## src/rtl/sd_resp_rx_pkg.sv

```systemverilog
package sd_resp_rx_pkg;
    typedef enum logic [1:0] {
        ST_IDLE  = 2'd0,
        ST_WAIT  = 2'd1,
        ST_SHIFT = 2'd2
    } rx_state_e;
endpackage

```

## src/rtl/sd_resp_len_dec.sv

```systemverilog
module sd_resp_len_dec #(
    parameter int TYPE_W    = 3,
    parameter int LONG_CODE = 2,
    parameter int LONG_LEN  = 136,
    parameter int SHORT_LEN = 48,
    parameter int CNT_W     = 8
) (
    input  logic [TYPE_W-1:0] code_i,
    output logic [CNT_W-1:0]  len_o
);
    always_comb begin
        if (code_i == TYPE_W'(LONG_CODE)) len_o = CNT_W'(LONG_LEN);
        else                              len_o = CNT_W'(SHORT_LEN);
    end
endmodule

```

## src/rtl/sd_resp_shifter.sv

```systemverilog
module sd_resp_shifter #(
    parameter int WIDTH = 136
) (
    input  logic             clk,
    input  logic             rst,
    input  logic             clr_i,
    input  logic             shift_i,
    input  logic             bit_i,
    output logic [WIDTH-1:0] q_o
);
    logic [WIDTH-1:0] sr_d, sr_q;

    always_comb begin
        sr_d = sr_q;
        if (clr_i)        sr_d = '0;
        else if (shift_i) sr_d = {sr_q[WIDTH-2:0], bit_i};
    end

    always_ff @(posedge clk) begin
        if (rst) sr_q <= '0;
        else     sr_q <= sr_d;
    end

    assign q_o = sr_q;
endmodule

```

## src/rtl/sd_resp_rx.sv

```systemverilog
module sd_resp_rx
    import sd_resp_rx_pkg::*;
#(
    parameter int FRAME_W   = 136,
    parameter int TYPE_W    = 3,
    parameter int LONG_CODE = 2,
    parameter int SHORT_LEN = 48,
    localparam int CNT_W    = $clog2(FRAME_W + 1)
) (
    input  logic               clk,
    input  logic               rst,
    input  logic               arm_i,
    input  logic [TYPE_W-1:0]  rtype_i,
    input  logic               cmd_i,
    output logic [FRAME_W-1:0] frame_o,
    output logic               done_o,
    output logic               busy_o
);
    typedef struct packed {
        rx_state_e        st;
        logic [CNT_W-1:0] len;
        logic [CNT_W-1:0] cnt;
        logic             done;
    } ctl_t;

    ctl_t             ctl_d, ctl_q;
    logic [CNT_W-1:0] len_sel;
    logic             sh_clr, sh_en;

    sd_resp_len_dec #(
        .TYPE_W   (TYPE_W),
        .LONG_CODE(LONG_CODE),
        .LONG_LEN (FRAME_W),
        .SHORT_LEN(SHORT_LEN),
        .CNT_W    (CNT_W)
    ) u_len (
        .code_i(rtype_i),
        .len_o (len_sel)
    );

    always_comb begin
        ctl_d  = ctl_q;
        sh_clr = 1'b0;
        sh_en  = 1'b0;
        if (arm_i) begin
            ctl_d.st   = ST_WAIT;
            ctl_d.len  = len_sel;
            ctl_d.cnt  = '0;
            ctl_d.done = 1'b0;
            sh_clr     = 1'b1;
        end else begin
            case (ctl_q.st)
                ST_WAIT: begin
                    if (!cmd_i) begin
                        sh_en     = 1'b1;
                        ctl_d.cnt = ctl_q.len - CNT_W'(1);
                        ctl_d.st  = ST_SHIFT;
                    end
                end
                ST_SHIFT: begin
                    sh_en     = 1'b1;
                    ctl_d.cnt = ctl_q.cnt - CNT_W'(1);
                    if (ctl_q.cnt == CNT_W'(1)) begin
                        ctl_d.st   = ST_IDLE;
                        ctl_d.done = 1'b1;
                    end
                end
                default: ;
            endcase
        end
    end

    always_ff @(posedge clk) begin
        if (rst) begin
            ctl_q.st   <= ST_IDLE;
            ctl_q.len  <= '0;
            ctl_q.cnt  <= '0;
            ctl_q.done <= 1'b0;
        end else begin
            ctl_q <= ctl_d;
        end
    end

    sd_resp_shifter #(.WIDTH(FRAME_W)) u_shift (
        .clk    (clk),
        .rst    (rst),
        .clr_i  (sh_clr),
        .shift_i(sh_en),
        .bit_i  (cmd_i),
        .q_o    (frame_o)
    );

    assign done_o = ctl_q.done;
    assign busy_o = (ctl_q.st != ST_IDLE);
endmodule

```

## config.mk

```make
export PLATFORM = sky130hd
export DESIGN_NAME = sd_resp_rx
export DESIGN_NICKNAME = d
export VERILOG_FILES = /design/src/rtl/sd_resp_rx_pkg.sv /design/src/rtl/sd_resp_len_dec.sv /design/src/rtl/sd_resp_shifter.sv /design/src/rtl/sd_resp_rx.sv
export SDC_FILE = /design/constraint.sdc
export NUM_CORES = 1
export LEC_CHECK = 0
export ABC_AREA = 1
export BUFFER_PORTS_ARGS = -buffer_cell sky130_fd_sc_hd__buf_2
export CORE_MARGIN = 2
export CORE_UTILIZATION = 30
export CTS_BUF_LIST = sky130_fd_sc_hd__clkbuf_16
export DETAILED_ROUTE_END_ITERATION = 16
export MAX_ROUTING_LAYER = met4
export SYNTH_ARGS = -nofsm -noshare
export SYNTH_HDL_FRONTEND = slang
export SYNTH_HIERARCHICAL = 1
export SYNTH_SLANG_ARGS = --single-unit
```

## constraint.sdc

```tcl
create_clock -name clk -period 1.74 [get_ports clk]
set_input_delay 0.261 -clock clk [delete_from_list [all_inputs] [get_ports clk]]
set_output_delay 0.261 -clock clk [all_outputs]
set_load 0.1 [all_outputs]
```

Word-level counts from Yosys, hierarchy flattened
Index checks and enable logic that the tools add are counted.

word-level totals
  logic and storage cells = 36
  bits in registers = 155

operators by class
  muxes and demuxes = 11
  reduce and logical (&&, ||, !) cells = 9
  $add $sub $neg = 2
  equality and inequality tests = 8

operator list
  operator             number
  $mux 8               2
  $pmux 8 s2           1
  $sub 8x1->8 const B  2
  $eq 8x1->1 const B   1
  $ne 3x3->1 const B   2
  $reduce_and 3->1     2
  $mux 1               4
  $mux 2               2
  $ne 2x2->1 const B   2
  $pmux 2 s2           1
  $reduce_and 2->1     2
  $reduce_bool 2->1    2
  $reduce_or 2->1      2
  $eq 3x2->1 const B   1
  $reduce_bool 3->1    1
  $eq 2x1->1 const B   1
  $eq 2x2->1 const B   1
  $pmux 1 s2           1

Logic depth before layout (Yosys ltp)
  depth after elaboration = 4
  mapped depth = 10
  mapped depth without buffers = 9

By module
The synthesis kept the hierarchy.

modules (own cells, without submodules)
  module           area an instance (µm²)  instances  cells each
  sd_resp_shifter  5535.3                  1          861
  sd_resp_rx       1139.8                  1          169
  sd_resp_len_dec  70.1                    1          11

Worst setup path after synthesis
Ideal clock, no wire load.

  kind = flip-flop to flip-flop
  from = reg ctl_q[17] in the netlist's numbering
  to = reg u_shift.sr_q[100] (netlist: u_shift/q_o[100])
  slack = 29 ps
  stages on the path, launching flop included = 11
  setup time = 118 ps
  required time = 1622 ps
  arrival time = 1593 ps
  buffers on the path = 4
  cell sequence = dfxtp_1 > inv_1 > ha_1 > inv_1 > buf_2 > a21oi_1 > buf_2 > buf_4 > buf_4 > nor2_1 > nor2_1

on the way
  longest elaborated chain between the ends = 3

RTL lines
  element                                          line                   RTL
  start: declaration                               sd_resp_rx.sv:26       ctl_t ctl_d, ctl_q;
  start signal: assignment                         sd_resp_rx.sv:80       ctl_q <= ctl_d;
  $eq 2x2->1 / $eq 2x1->1 (equally long branches)  sd_resp_rx.sv:52       case (ctl_q.st)
  $pmux 1 s2 (*)                                   sd_resp_rx.sv:52
  $mux 1 (*)                                       sd_resp_rx.sv:45       if (arm_i) begin
  net sh_en                                        sd_resp_rx.sv:28       logic sh_clr, sh_en;
  end signal: assignment                           sd_resp_shifter.sv:21  else sr_q <= sr_d;
  end: declaration                                 sd_resp_shifter.sv:11  logic [WIDTH-1:0] sr_d, sr_q;

Mark *: on every way through the listed nets, which the timed path passes. The rest lies on a longest branch.
A chain may end at the register's enable or synchronous reset.

Worst setup path in the final report
  from = reg ctl_q[17] in the netlist's numbering
  to = reg u_shift.sr_q[14] (netlist: u_shift/q_o[14])

Same word-level chain as after synthesis.

==> results_dict.tcl <==
set metrics [dict create \
    status "completed" \
    port_buffers 144 \
    seq_area_frac_synth_pct 46.0 \
    dr_drc_count 0 \
    worst_ep_required_time_ns 2.06 \
    timing.final.crit_share_pct 93.1 \
    timing.hold.worst.start "rst" \
    place_congestion 0.789 \
    max_slew.worst_pin.slew_ns 0.530 \
    htree_num_levels 4 \
    number_of_nets_in_the_final_layout 1193 \
    post_cts_hold_buffer_count 0 \
    clk_transition_reported_paths_ns 0.06 \
    fin_setup_tns_ns 0 \
    layoutNonFillerInstCount 1473 \
    worst_r2r_path_depth 9 \
    clock_path_buffers 2 \
    tritoncts "built" \
    synth_async_sr_flop_share_pct 0 \
    finalWorstPathRequiredPeriod_ns 1.62 \
    power.internal_mw 5.93 \
    yosys_register_bits 155 \
    core_sq_um 22000 \
    globalRouteTotalUtil_pct 13.3 \
    ctsRootBufferMaster "sky130_fd_sc_hd__clkbuf_16" \
    die_width_microns 154 \
    vias 6061 \
    power-per-cell-area_nw_per_um2 957 \
    achievable-frequency_mhz 618 \
    tritoncts.num_buffers 17 \
    drive_gt1_share_pct 18.0 \
    dominant_cell_by_count_in_the_synthesized_netlist "sky130_fd_sc_hd__nand2_1" \
    timing_max_transition_violations_final 0 \
    yosys-top-cells-count "sky130_fd_sc_hd__nand2_1, sky130_fd_sc_hd__nor2_1, sky130_fd_sc_hd__inv_1, sky130_fd_sc_hd__dfxtp_1, sky130_fd_sc_hd__buf_2" \
    startpoint_class "flip-flop" \
    die-area_sq_um 23700 \
    globalRouteOverflowTotal 0 \
    setup_viol_count_final 0 \
    grt_start_max_net_pins 69 \
    insertedDiodeCount 0 \
    syn_avg_cell_area_sq_um 6.48 \
    total_switching_power_mw 2.17 \
    min_path_cells 2 \
    ant_nets 0 \
    boundaryPins 145 \
    comb_power_share_pct 9.8 \
    hold_viol_final 0 \
    sequentialPowerShare_pct 44.9 \
    fin_worst_skew_ns 0.0148 \
    timing.slew.headroom_pct 64.9 \
    worstHoldPathType "in -> reg" \
    synthDominantCellAreaShare_pct 46.0 \
    first_global_vias 5166 \
    power.static_leakage_nw 3.49 \
    die_height_microns 154 \
    critPathKind "reg -> reg" \
    syn_inst 1041 \
    avgViaCountPerCell 4.11 \
    totalWireLength_microns 15500 \
    synth.distinct_cells 26 \
    critical_path.slowest_cell "sky130_fd_sc_hd__dfxtp_2" \
    crit_chain "inv_1 -> ha_1 -> nand2_1 -> a21oi_4 -> buf_12 -> buf_12 -> nand2_1 -> nand2_1 -> nor2_1" \
    maxCapViolCount 0 \
    ys_warn_count 6 \
    detailedRoute.firstPassIterationCount 4 \
    placed_cells_incl_taps 1436 \
    synth_enable_flop_cells 0 \
    routed_len_inst_microns 10.6 \
    p_clk_share_pct 45.2 \
    rsz_0062_raised_after_global_routing "no" \
    worstHoldEndpoint "ctl_q[17]$_SDFFE_PP0P_" \
    synth_area_leader_cell "sky130_fd_sc_hd__dfxtp_1" \
    reg2reg_slack_ns 0.12 \
    netSwitchingFraction_pct 26.8 \
    fillerInstances 2376 \
    worst_r2r_startpoint "ctl_q[17]$_SDFFE_PP0P_" \
    fp-row-count 54 \
    place.detailed.hpwl_microns 10200 \
    peakVddDrop_mv 0.558 \
    post_synthesis_instance_area_sq_um 6750 \
    worst_setup_path_end_kind "flip-flop" \
    slowest_delay_ns 0.34 \
    regToRegEndpoint "u_shift/q_o[14]$_SDFFE_PP0P_" \
    antenna_violations_before_repair 0 \
    critical_path.max_fanout 41 \
    cp_common_cell "sky130_fd_sc_hd__nand2_1" \
    drt_iter0_drc 268 \
    initial_util_pct 30.7 \
    synthToLayoutAreaGrowth_pct 25.5 \
    ys.flop_type "sky130_fd_sc_hd__dfxtp_1" \
    worstSkewPairLatency_ns 0.43 \
    clock_sink_count 155 \
    wire_length_of_the_first_global_routing_pass_microns 25300 \
    worst_ep_arrival_time_ns 1.94 \
    synth_area_leaders "sky130_fd_sc_hd__dfxtp_1, sky130_fd_sc_hd__nand2_1, sky130_fd_sc_hd__nor2_1" \
]
==> power groups by stage <==
stage               combinational [mW]  clock, mW  sequential [mW]
finish                           0.797       3.67             3.64
global route                     0.884       3.91             3.65
CTS                              0.790       3.79             3.64
detailed placement               0.787          0             3.72
global placement                 0.781          0             3.72
floorplan                        0.427          0             3.94
==> metrics by stage <==
step	util [%]	instance area [sq um]	setup WS [ns]	power, mW	hold WS [ns]
2_1_floorplan	-	6760	0.0287	4.37	0.330
3_3_place_gp	35.5	7800	0.104	4.50	0.455
3_5_place_dp	35.5	7800	0.0624	4.51	0.460
4_1_cts	38.2	8380	0.0376	8.22	0.0837
5_1_grt	38.6	8470	0.00825	8.45	0.0960
6_report	38.6	8470	0.121	8.10	0.0981
==> worst max-delay path by stage <==
stage	from	endpoint	slack, ns	cells past startpoint
after floorplan	ctl_q[17]$_SDFFE_PP0P_	u_shift/q_o[100]$_SDFFE_PP0P_	0.03	10
after global placement	ctl_q[17]$_SDFFE_PP0P_	u_shift/q_o[123]$_SDFFE_PP0P_	0.10	9
after detailed placement	ctl_q[17]$_SDFFE_PP0P_	u_shift/q_o[119]$_SDFFE_PP0P_	0.06	9
after CTS	ctl_q[17]$_SDFFE_PP0P_	u_shift/q_o[6]$_SDFFE_PP0P_	0.04	9
after global routing	ctl_q[17]$_SDFFE_PP0P_	u_shift/q_o[6]$_SDFFE_PP0P_	0.008	9
final	ctl_q[17]$_SDFFE_PP0P_	u_shift/q_o[14]$_SDFFE_PP0P_	0.12	9
==> layout by cell type (no fill, tap or decap), types with 5 or more instances in the layout <==
master                      Yosys  final
sky130_fd_sc_hd__inv_1        157    158
sky130_fd_sc_hd__nor2_2         5      5
sky130_fd_sc_hd__ha_1           6      6
sky130_fd_sc_hd__nor2_1       290    290
sky130_fd_sc_hd__clkbuf_16      0     19
sky130_fd_sc_hd__nand3_1       23     23
sky130_fd_sc_hd__a21oi_1       16     15
sky130_fd_sc_hd__buf_12         0      7
sky130_fd_sc_hd__buf_4         20     16
sky130_fd_sc_hd__nand2_1      303    303
sky130_fd_sc_hd__o21ai_0       14     14
sky130_fd_sc_hd__dfxtp_1      155    153
sky130_fd_sc_hd__buf_2         28    143
==> kinds of logic after synthesis <==
group,share of synthesized area (%)
xor+xnor,0.130
simple gates,36.3
buf+inv,13.6
compound gates,2.86
flops,46.0
fa+ha+maj,1.11
other cells,0.0556
==> routing by layer <==
| layer | GRT usage (%) | up-vias | wire, microns |
|---|---|---|---|
| li1 | - | 3297 | - |
| met1 | 17.8 | 2620 | 7860 |
| met4 | 4.67 | 0 | 147 |
| met5 | - | - | 0 |
| met3 | 4.34 | 11 | 1010 |
| met2 | 18.8 | 133 | 6530 |
==> state kept, by name, indices dropped and copies added, names as in the netlist <==
signal,cells
ctl_q,18
done_o,1
u_shift/q_o,136
==> layout make-up <==
| class | count | area, sq um | share of cell area [%] |
|---|---|---|---|
| tap | 280 | 350 | 4.14 |
| sequential | 155 | 3110 | 36.7 |
| clock buffer | 17 | 425 | 5.02 |
| clock inverter | 15 | 150 | 1.77 |
| multi-input combinational | 676 | 2750 | 32.5 |
| inverter | 160 | 606 | 7.15 |
| timing repair buffer | 170 | 1080 | 12.8 |
==> critical path: cells and delay by family, from the launching register on <==
family	cells	cell delay [ns]
buffers and inverters	3	0.44
flip-flops	1	0.34
adder cells (fa/ha/maj)	1	0.27
AND/OR/NAND/NOR	4	0.25
AO/OA/AOI/OAI	1	0.20
==> repair_timing <==
item                       4_1_cts  5_1_grt
setup buffers                    0        3
setup endpoints to repair        1       70
resized for setup                1        4
cloned                           0        2
No activity file was read; power rests on OpenSTA's default activity.
